## src/rtl/neuron_pkg.sv

```systemverilog
// Package: shared widths and types of the tick-gated neuron.
// Assumes: unsigned increments and an unsigned integrand.
package neuron_pkg;
    localparam int INTEG_W = 16;
    localparam int WEIGHT_W = 8;
    typedef logic [INTEG_W-1:0] integ_t;
    typedef logic [WEIGHT_W-1:0] weight_t;
endpackage

```

## src/rtl/nrn_thresh_reg.sv

```systemverilog
// Threshold register. Loads only on a reset edge: thr_value when load is
// high, otherwise DEFAULT_THR. Holds its value while the neuron runs.
module nrn_thresh_reg #(
    parameter int W = 16,
    parameter logic [W-1:0] DEFAULT_THR = '1
) (
    input  logic         clk,
    input  logic         rst_n,
    input  logic         load_i,
    input  logic [W-1:0] value_i,
    output logic [W-1:0] thr_o
);
    logic [W-1:0] thr_q;

    // Capture the threshold in the reset window only
    always_ff @(posedge clk) begin
        if (!rst_n) begin
            thr_q <= load_i ? value_i : DEFAULT_THR;
        end
    end

    assign thr_o = thr_q;

    AST_THR_HELD: assert property (@(posedge clk) disable iff (!rst_n)
        $past(rst_n) |-> $stable(thr_q));
endmodule

```

## src/rtl/nrn_accum.sv

```systemverilog
// Integrand accumulator. Adds an event weight each cycle it is valid,
// saturating at the all-ones value. Clears on reset and when told that the
// neuron fired. Assumes clr_i is derived from the sum exported here.
module nrn_accum #(
    parameter int IW = 16,
    parameter int WW = 8
) (
    input  logic          clk,
    input  logic          rst_n,
    input  logic          add_i,
    input  logic [WW-1:0] weight_i,
    input  logic          clr_i,
    output logic [IW-1:0] sum_o,
    output logic [IW-1:0] integ_o
);
    localparam int SW = IW + 1;
    localparam logic [IW-1:0] SAT = '1;

    logic [IW-1:0] integ_q;
    logic [SW-1:0] wide;

    // Saturating sum of the stored integrand and this cycle's increment
    always_comb begin
        wide = {1'b0, integ_q} + (add_i ? SW'(weight_i) : '0);
        sum_o = wide[IW] ? SAT : wide[IW-1:0];
    end

    // Store the new integrand, or zero after a firing tick
    always_ff @(posedge clk) begin
        if (!rst_n)     integ_q <= '0;
        else if (clr_i) integ_q <= '0;
        else            integ_q <= sum_o;
    end

    assign integ_o = integ_q;

    AST_NO_WRAP: assert property (@(posedge clk) disable iff (!rst_n)
        ($past(rst_n) && !$past(clr_i)) |-> (integ_q >= $past(integ_q)));
    AST_IDLE_HOLD: assert property (@(posedge clk) disable iff (!rst_n)
        ($past(rst_n) && !$past(clr_i) && !$past(add_i)) |-> $stable(integ_q));
endmodule

```

## src/rtl/nrn_fire_ctrl.sv

```systemverilog
// Fire decision. At a tick, compares the updated sum with the threshold,
// requests a clear and registers a one-cycle spike. Assumes tick_i is a
// strobe.
module nrn_fire_ctrl #(
    parameter int IW = 16
) (
    input  logic          clk,
    input  logic          rst_n,
    input  logic          tick_i,
    input  logic [IW-1:0] sum_i,
    input  logic [IW-1:0] thr_i,
    output logic          fire_o,
    output logic          spike_o
);
    logic spike_q;

    // Fire only at a tick whose sum has reached the threshold
    always_comb fire_o = tick_i && (sum_i >= thr_i);

    // Register the output strobe
    always_ff @(posedge clk) begin
        if (!rst_n) spike_q <= 1'b0;
        else        spike_q <= fire_o;
    end

    assign spike_o = spike_q;

    AST_SPIKE_NEEDS_TICK: assert property (@(posedge clk) disable iff (!rst_n)
        spike_q |-> $past(tick_i));
    AST_BELOW_SILENT: assert property (@(posedge clk) disable iff (!rst_n)
        ($past(tick_i) && ($past(sum_i) < $past(thr_i))) |-> !spike_q);
endmodule

```

## src/rtl/tick_gated_neuron.sv

```systemverilog
// Top: integrate-and-fire neuron that decides to fire only on timer ticks.
// Assumes synchronous active-low reset and a threshold loaded during reset.
module tick_gated_neuron
    import neuron_pkg::*;
#(
    parameter integ_t DEFAULT_THR = integ_t'(16'd100)
) (
    input  logic                clk,
    input  logic                rst_n,
    input  logic                evt_valid,
    input  logic [WEIGHT_W-1:0] evt_weight,
    input  logic                tick,
    input  logic                thr_load,
    input  logic [INTEG_W-1:0]  thr_value,
    output logic                spike_out
);
    integ_t thr, sum, integ;
    logic   fire;

    nrn_thresh_reg #(.W(INTEG_W), .DEFAULT_THR(DEFAULT_THR)) u_thr (
        .clk(clk), .rst_n(rst_n), .load_i(thr_load),
        .value_i(thr_value), .thr_o(thr)
    );

    nrn_accum #(.IW(INTEG_W), .WW(WEIGHT_W)) u_acc (
        .clk(clk), .rst_n(rst_n), .add_i(evt_valid), .weight_i(evt_weight),
        .clr_i(fire), .sum_o(sum), .integ_o(integ)
    );

    nrn_fire_ctrl #(.IW(INTEG_W)) u_fire (
        .clk(clk), .rst_n(rst_n), .tick_i(tick), .sum_i(sum),
        .thr_i(thr), .fire_o(fire), .spike_o(spike_out)
    );

    AST_CLEAR_ON_SPIKE: assert property (@(posedge clk) disable iff (!rst_n)
        spike_out |-> (integ == '0));
    AST_RESET_CLEAR: assert property (@(posedge clk)
        $past(!rst_n) |-> (!spike_out && integ == '0));
endmodule

```

## config.mk

```make
export PLATFORM = sky130hd
export DESIGN_NAME = tick_gated_neuron
export DESIGN_NICKNAME = d
export VERILOG_FILES = /design/src/rtl/neuron_pkg.sv /design/src/rtl/nrn_thresh_reg.sv /design/src/rtl/nrn_accum.sv /design/src/rtl/nrn_fire_ctrl.sv /design/src/rtl/tick_gated_neuron.sv
export SDC_FILE = /design/constraint.sdc
export NUM_CORES = 1
export LEC_CHECK = 0
export ABC_AREA = 1
export BUFFER_PORTS_ARGS = -buffer_cell sky130_fd_sc_hd__buf_2
export CORE_AREA = 2 2 69 71
export CTS_CLUSTER_DIAMETER = 30
export DETAILED_ROUTE_END_ITERATION = 7
export DIE_AREA = 0 0 71 73
export PLACE_DENSITY = 0.75
export RECOVER_POWER = 25
export SKIP_CTS_REPAIR_TIMING = 1
export SLEW_MARGIN = 20
export SYNTH_ARGS = -nofsm -noshare
export SYNTH_HDL_FRONTEND = slang
export SYNTH_SLANG_ARGS = --single-unit
```

## constraint.sdc

```tcl
create_clock -name clk -period 3.3 [get_ports clk]
set_input_delay 0.165 -clock clk [delete_from_list [all_inputs] [get_ports clk]]
set_output_delay 0.165 -clock clk [all_outputs]
set_load 0.005 [all_outputs]
```

---- After elaboration in Yosys (flattened, before gate mapping) ----
Index checks and enable logic that the tools add are counted.
word-level totals
  register bits ........................... 33
  input bits .............................. 29
  word-level logic and storage cells ...... 10
  output and inout port bits .............. 1
cells by class
  $lt $le $gt $ge ......................... 1
  reductions and logical operators ........ 2
  mux-type cells .......................... 2
  $add $sub $neg .......................... 1
  bitwise logic cells ..................... 1
operators with widths
  kind                                number
  adder 16 x 17 -> 17 bit             1
  greater-or-equal comparator 16 bit  1
  two-way mux 16 bit                  1
  two-way mux 8 bit                   1
  OR reduction 2 bit                  1
  logical AND 1 bit                   1
  inverter 1 bit                      1

---- Logic depth before layout (Yosys ltp) ----
Gate-level depths: netlist (run 1).
  depth in word-level cells ............... 6
  mapped depth ............................ 26
  gate-level depth less buffers ........... 24

---- Hierarchy ----
From an unflattened synthesis (run 1), not the netlist that was laid out.
unflattened totals
  cell total of the unflattened synthesis .. 344
  area, all modules ....................... 2463.6 um^2
by module, submodules not included
  module          cells an instance  sequential area each (um^2)  times used  area each (um^2)
  nrn_accum       219                320.3                        1           1338.8
  nrn_thresh_reg  51                 480.5                        1           653.1
  nrn_fire_ctrl   74                 20.0                         1           471.7

---- Worst setup path before layout (run 1) ----
No wires, ideal clock.
  kind .................................... input -> register
  start point ............................. input port evt_valid
  end point ............................... register u_acc.integ_q[10], in the netlist u_acc.integ_o[10]
  arrival ................................. 2.848 ns
  stages on the path ...................... 24
  library setup time ...................... 0.064 ns
  data required time ...................... 3.236 ns
  path slack .............................. 0.388 ns
  path buffers ............................ 2
  cells stage by stage .................... clkbuf_1 > nand2_1 > inv_1 > ha_1 > fa_1 > nand2_1 > nand2_1 > nand3_1 > nand2_2 > nand3b_4 > inv_4 > nor2_1 > inv_1 > ha_1 > a21oi_1 > nand2_1 > nor2_1 > nand2_1 > nand2_1 > nand2_1 > nand2_1 > nand2_2 > buf_2 > nor2_1
on the way
  word-level cells in the longest chain between the ends .. 6
ends and longest elaborated chain
  what                                RTL line                 RTL
  start, declared                     tick_gated_neuron.sv:10  input logic evt_valid,
  two-way mux 8 bit                   nrn_accum.sv:24          wide = {1'b0, integ_q} + (add_i ? SW'(weight_i) : '0);
  adder 16 x 17 -> 17 bit             nrn_accum.sv:24
  two-way mux 16 bit                  nrn_accum.sv:25          sum_o = wide[IW] ? SAT : wide[IW-1:0];
  via sum[7]                          tick_gated_neuron.sv:17  integ_t thr, sum, integ;
  greater-or-equal comparator 16 bit  nrn_fire_ctrl.sv:18      always_comb fire_o = tick_i && (sum_i >= thr_i);
  logical AND 1 bit                   nrn_fire_ctrl.sv:18
  OR reduction 2 bit (no line)        --
  end signal, assigned                nrn_accum.sv:32          else integ_q <= sum_o;
  end, declared                       nrn_accum.sv:19          logic [IW-1:0] integ_q;
The timed path passes the listed nets, and every way through them passes these cells.
A chain may end at the register's enable or synchronous reset.

---- Worst setup path after layout (run 1) ----
  start point ............................. register u_acc.integ_q[0], in the netlist u_acc.integ_o[0]
  end point ............................... register u_acc.integ_q[15], in the netlist u_acc.integ_o[15]
on the way
  word-level cells in the longest chain between the ends .. 5
ends and longest elaborated chain
  what                                RTL line
  adder 16 x 17 -> 17 bit             nrn_accum.sv:24
  two-way mux 16 bit                  nrn_accum.sv:25
  via sum[7]                          tick_gated_neuron.sv:17
  greater-or-equal comparator 16 bit  nrn_fire_ctrl.sv:18
  logical AND 1 bit                   nrn_fire_ctrl.sv:18
  OR reduction 2 bit (no line)        --
The timed path passes the listed nets, and every way through them passes these cells.

==> reports/results.ini, run 1 <==
[outcome]
outcome = finished, final reports clean

[global_route]
grt_overflow = 0
grt_pass1_vias = 2040
track_usage_pct = 19.9
antenna_found_initial = 0
grt_max_degree = 18
grt_pass1_wl_mm = 8.16

[worst_setup_path]
cp_cell_sequence = ha_1, fa_1, nand2_1, nand2_1, nand3_1, nand2_2, nand3b_4, inv_4, nor2_1, inv_1, ha_1, a21oi_1, nand2_1, nor2_1, nand2_1, nand2_1, nand2_1, nand2_1, nand2_4, nor2_1
critPathKind = reg -> reg
crit_top_cell = nand2_1
cp_max_fo = 16
cp_slowest_cell = fa_1
crit_family = simple AND/OR/NAND/NOR gates
cp_data_required_time_ns = 3.52
worst-path-buf-inv = 2
worstPathArrival_ns = 3.22
cp-end-kind = flip-flop
r2r_setup_slack_ns = 0.30
worst_setup_path_start_kind = flip-flop
slowest_delay_ns = 0.42

[clock_network]
root_buffer = clkbuf_8
clock_latency_ns = 0.28
cts-buffers-inserted = 5
htreeDepth = 2
clockBufferDepth = 2
cts_tree = done
path_clk_slew_ns = 0.06
numClockSinks = 33

[synth]
ys_warn_count = 0
syn_inst = 350
synth_fp_nets = 404
avgSynthCellArea_um2 = 6.79
synth_area_leader_cell = edfxtp_1
synth_area_um2 = 2380
synth_seq_cells = 33
synth_area_leaders = edfxtp_1 20%, nand2_1 16%, dfxtp_1 14%
ys_types = 24
yosysSeqAreaShare_pct = 34.5
yosys.area.top_type_share_pct = 20.2

[sta]
fmax_mhz = 334
rsz0062_at_grt = no
fin_ws_ns = 0.304
skew_ns = 0.00505
fin_setup_tns_ns = 0
maxSlewViolCount = 0
hold_viol = 0
finalCritPeriodShare_pct = 90.8
tightest_slew_ns = 0.596
slew_headroom_pct = 60.2
min_period_ns = 3.00
finalSetupViolCount = 0

[place]
pre_cts_ws_ns = 0.143
gp_congestion = 0.871
place_area_um2 = 2570
hpwl_mm = 3.68
portBuffers = 29

[die]
die_y_um = 73
core_um2 = 4540
dieArea_um2 = 5180
num_rows = 25
start_util_pct = 52.4
ios = 30
die_x_um = 71

[job]
max-cap-violations = 0

[power_and_ir_drop]
combPwrFrac_pct = 26.5
clkPwrFrac_pct = 28.4
p_per_area_nw_per_um2 = 397
p_sw_w = 0.000315
cell_internal_pwr_w = 0.000743
peakVddDrop_v = 0.000299
switching_share_pct = 29.8
pwr-share-seq_pct = 45.1
power_w = 0.00106
static-leakage-power_nw = 1.70

[detailed_routing]
via_count = 2051
ant_nets = 0
drt_iter0_drc = 118
drtPass1Iterations = 4
wl_per_cell_um = 9.99
post-route-drc-count = 0
vias_per_cell = 4.69
routed_wl_mm = 4.37

[final_layout]
layout.nets = 436
diodes = 0
stdcell_area_um2 = 2670
area_growth_pct = 12.2
multi_input_area_um2 = 1210
fillers = 419
drive_gt1_share_pct = 10.7
register_area_um2 = 821

[hold_path]
hp-class = in -> reg

-- cell usage after synthesis, drive strengths merged --
| cell type | count |
|---|---|
| xnor2 | 1 |
| o21ai | 2 |
| nand2 | 101 |
| a21oi | 9 |
| clkbuf | 3 |
| nand3b | 1 |
| inv | 89 |
| buf | 1 |
| ha | 24 |
| fa | 1 |
| dfxtp | 17 |
| and2 | 1 |
| a21o | 2 |
| xor2 | 6 |
| nand3 | 21 |
| or2 | 1 |
| nor3 | 2 |
| nand4 | 7 |
| edfxtp | 16 |
| nor2 | 45 |
-- metal layers --
layer	routed length [um]	track usage (%)	vias up
li1	-	-	1120
met1	1950	23.6	878
met2	2090	34.3	42
met3	231	4.56	11
met4	99	9.64	0
met5	0	0	-
-- worst min-delay path, delay by kind of cell --
family | cells | cell delay, ns
and+or+nand+nor | 1 | 0.04
buffers and inverters | 2 | 0.10
-- area by class of cell --
cell class | instances | share of cell area, %
Multi-Input combinational cell | 224 | 45.3
Sequential cell | 33 | 30.8
Inverter | 89 | 12.6
Timing Repair Buffer | 29 | 5.39
Clock buffer | 8 | 3.38
Tap cell | 54 | 2.53
-- final timing paths --
path	from	to	cells past startpoint
worst min register to register	u_acc.integ_o[15]	u_acc.integ_o[15]	3
worst max-delay path	u_acc.integ_o[0]	u_acc.integ_o[15]	20
worst max register to register	u_acc.integ_o[0]	u_acc.integ_o[15]	20
worst min-delay path	thr_value[5]	u_thr.thr_o[5]	3
-- placed cells by master, fill, tap and decap left out, drive strengths merged --
cell type | synthesis | routed
nand2 | 101 | 101
inv | 89 | 89
nor2 | 45 | 45
buf | 1 | 28
ha | 24 | 24
nand3 | 21 | 21
dfxtp | 17 | 17
edfxtp | 16 | 16
a21oi | 9 | 9
clkbuf | 3 | 9
nand4 | 7 | 7
xor2 | 6 | 6
o21ai | 2 | 2
a21o | 2 | 2
nor3 | 2 | 2
or2 | 1 | 1
xnor2 | 1 | 1
nand3b | 1 | 1
and2 | 1 | 1
fa | 1 | 1
-- kinds of logic (layout without fill, tap and decap cells) --
family	Yosys count	count (layout)	synth area share (%)
flops	33	33	34.5
compound gates	13	13	2.95
simple gates	179	179	31.6
buf+inv	93	126	14.8
fa+ha+maj	25	25	13.5
xor+xnor	7	7	2.58
-- registers in the layout, summed over array words and instances (netlist names) --
signal / flops
u_fire.spike_o: 1
u_acc.integ_o: 16
u_thr.thr_o: 16
-- power by group through the flow --
stage                     sequential (W)  combinational (W)  clock, W
after floorplan                 0.000481           0.000212         0
after CTS                       0.000478           0.000284  0.000311
after detailed placement        0.000486           0.000282         0
after global routing            0.000481           0.000328  0.000329
final                           0.000478           0.000280  0.000301
after global placement          0.000486           0.000272         0
-- per-stage QoR --
step	hold WS, ns	instances	utilization [%]
detailed placement	0.413	429	56.7
finish	0.126	437	58.8
CTS	0.111	437	58.7
global placement	0.410	429	56.7
global route	0.134	437	58.8
floorplan	0.325	350	-
Power figures use the tool's default switching activity.
==> run 2: changes to the inputs <==
CORE_AREA = 2 2 72 74   (was 2 2 69 71)
DIE_AREA = 0 0 74 76   (was 0 0 71 73)
PLACE_DENSITY = 0.69   (was 0.75)
clock period = 2.8 ns   (was 3.3 ns; I/O delays follow)
==> run 2 against run 1 <==
  * Core utilization grew 5.7 points
  * Non-clock buffer count increased by 25
  * The run now ends with negative setup slack left
  * Critical path depth decreased by 2
  * Hold slack got worse by 0.023 ns
  * Routed wire length increased by 21%
  * Clock-buffer cell count unchanged
  * Global-route usage fell by 1.6 points
  * Power up 32%
  * Critical path type unchanged
==> reports/results.ini, run 2 (synthesized netlist as in run 1, its figures left out) <==
[sta]
fmax_mhz = 352
finalCritPeriodShare_pct = 101
fin_setup_tns_ns = -0.228
maxSlewViolCount = 0
tightest_slew_ns = 0.650
rsz0062_at_grt = yes
slew_headroom_pct = 56.6
hold_viol = 0
finalSetupViolCount = 15
skew_ns = 0.00674
fin_ws_ns = -0.0398
min_period_ns = 2.84

[final_layout]
area_growth_pct = 33.3
mostFrequentLayoutCell = nand2_1
final_core_util_pct = 64.5
layout_common_cells = 91 x nand2_1, 87 x inv_1, 28 x buf_2
drive_gt1_share_pct = 28.6
layout.nets = 462
diodes = 0

[power_and_ir_drop]
peakVddDrop_v = 0.000363
p_per_area_nw_per_um2 = 441
static-leakage-power_nw = 1.86

[hold_path]
holdPathEnd = u_thr.thr_o[6]
min_from = thr_value[6]
hp-class = in -> reg
hold_path_depth = 3

[worst_setup_path]
critPathKind = reg -> reg
worstPathArrival_ns = 3.00
worst_setup_path_start_kind = flip-flop
cp_data_required_time_ns = 2.96
cp-end-kind = flip-flop
r2r_setup_slack_ns = -0.04
r2r_start = u_acc.integ_o[0]
reg2reg_depth = 18
cp_max_fo = 5
r2r-end = u_fire.spike_o

[outcome]
violations = negative setup slack
outcome = finished, violations left

[die]
ios = 30
num_rows = 26
die_x_um = 74
core_um2 = 4910
die_y_um = 76
start_util_pct = 48.4
dieArea_um2 = 5620

[detailed_routing]
wl_per_cell_um = 11.1
drt_iter0_drc = 144
vias_per_cell = 4.49
post-route-drc-count = 0
via_count = 2151
ant_nets = 0
drtPass1Iterations = 4
routed_wl_mm = 5.30

[global_route]
track_usage_pct = 18.3
grt_pass1_vias = 1972
grt_max_degree = 18
antenna_found_initial = 0
grt_overflow = 0
grt_pass1_wl_mm = 8.05

[clock_network]
root_buffer = clkbuf_8
path_clk_slew_ns = 0.06
cts_tree = done
numClockSinks = 33
clockBufferDepth = 2
htreeDepth = 2
cts-buffers-inserted = 5
clock_latency_ns = 0.28

[job]
max-cap-violations = 0

[place]
hpwl_mm = 3.96
gp_congestion = 0.863
portBuffers = 29

-- run 2: changes by cell type in the layout (fill, tap and decap cells not counted), moves of 3 or more --
cell	before	now
a21oi_1	9	6
a21oi_2	0	3
buf_4	0	23
ha_1	24	17
ha_4	0	7
nand2_1	99	91
nand2_2	1	7
nand3_1	21	17
nand3_2	0	4
nor2_1	44	20
nor2_2	1	18
nor2_4	0	7
-- run 2: worst max-delay path, cell delays in order, from the launching register on --
cell      delay, ns
dfxtp_2        0.32
ha_4           0.16
fa_2           0.37
nand2_2        0.08
nand2_2        0.07
nand3_2        0.10
nand2_4        0.07
nand3b_4       0.12
nand2_1        0.08
nor2_2         0.12
inv_1          0.07
ha_1           0.30
a21oi_1        0.13
o21ai_0        0.13
a21oi_2        0.18
nand2_2        0.10
nand2_4        0.15
buf_6          0.13
nor2_4         0.03
-- run 2: layout make-up --
cell class | instances | area [um2]
Clock buffer | 8 | 90.1
Fill cell | 414 | 1740
Inverter | 89 | 339
Multi-Input combinational cell | 225 | 1490
Sequential cell | 33 | 822
Tap cell | 70 | 87.6
Timing Repair Buffer | 54 | 339
-- run 2: worst max-delay path by stage --
stage                      from                end  slack (ns)  cells past startpoint
3_3_place_gp          evt_valid   u_acc.integ_o[2]       -0.09                     25
6_report       u_acc.integ_o[0]     u_fire.spike_o       -0.04                     18
5_1_grt        u_acc.integ_o[5]  u_acc.integ_o[13]       -0.17                     18
2_1_floorplan         evt_valid  u_acc.integ_o[12]        0.01                     26
4_1_cts        u_acc.integ_o[0]   u_acc.integ_o[8]       -0.12                     22
3_5_place_dp          evt_valid  u_acc.integ_o[15]       -0.19                     23
-- run 2: where the power goes --
| part | leakage [nW] | switching [W] | internal [W] | total [W] |
|---|---|---|---|---|
| registers | 0.294 | 0.0000210 | 0.000547 | 0.000568 |
| clock network | 0.0455 | 0.000155 | 0.000200 | 0.000355 |
| logic | 1.52 | 0.000258 | 0.000218 | 0.000475 |
-- run 2: per-stage QoR --
stage	area, um2	total power (W)	instances	worst slack (ns)	hold slack, ns
3_3_place_gp	2760	0.000943	466	-0.0869	0.384
4_1_cts	2850	0.00131	474	-0.122	0.0941
6_report	3170	0.00140	479	-0.0398	0.103
3_5_place_dp	2760	0.000956	466	-0.189	0.389
2_1_floorplan	2390	0.000822	350	0.00959	0.300
5_1_grt	3170	0.00149	479	-0.166	0.110
-- run 2: per-layer routing --
metal  wire [um]  share of wire (%)  GRT usage [%]
met1        2340                 44           23.5
met2        2640                 50           30.0
met3         178                3.4           3.44
met4         146                2.8           7.09
met5           0                  0              0
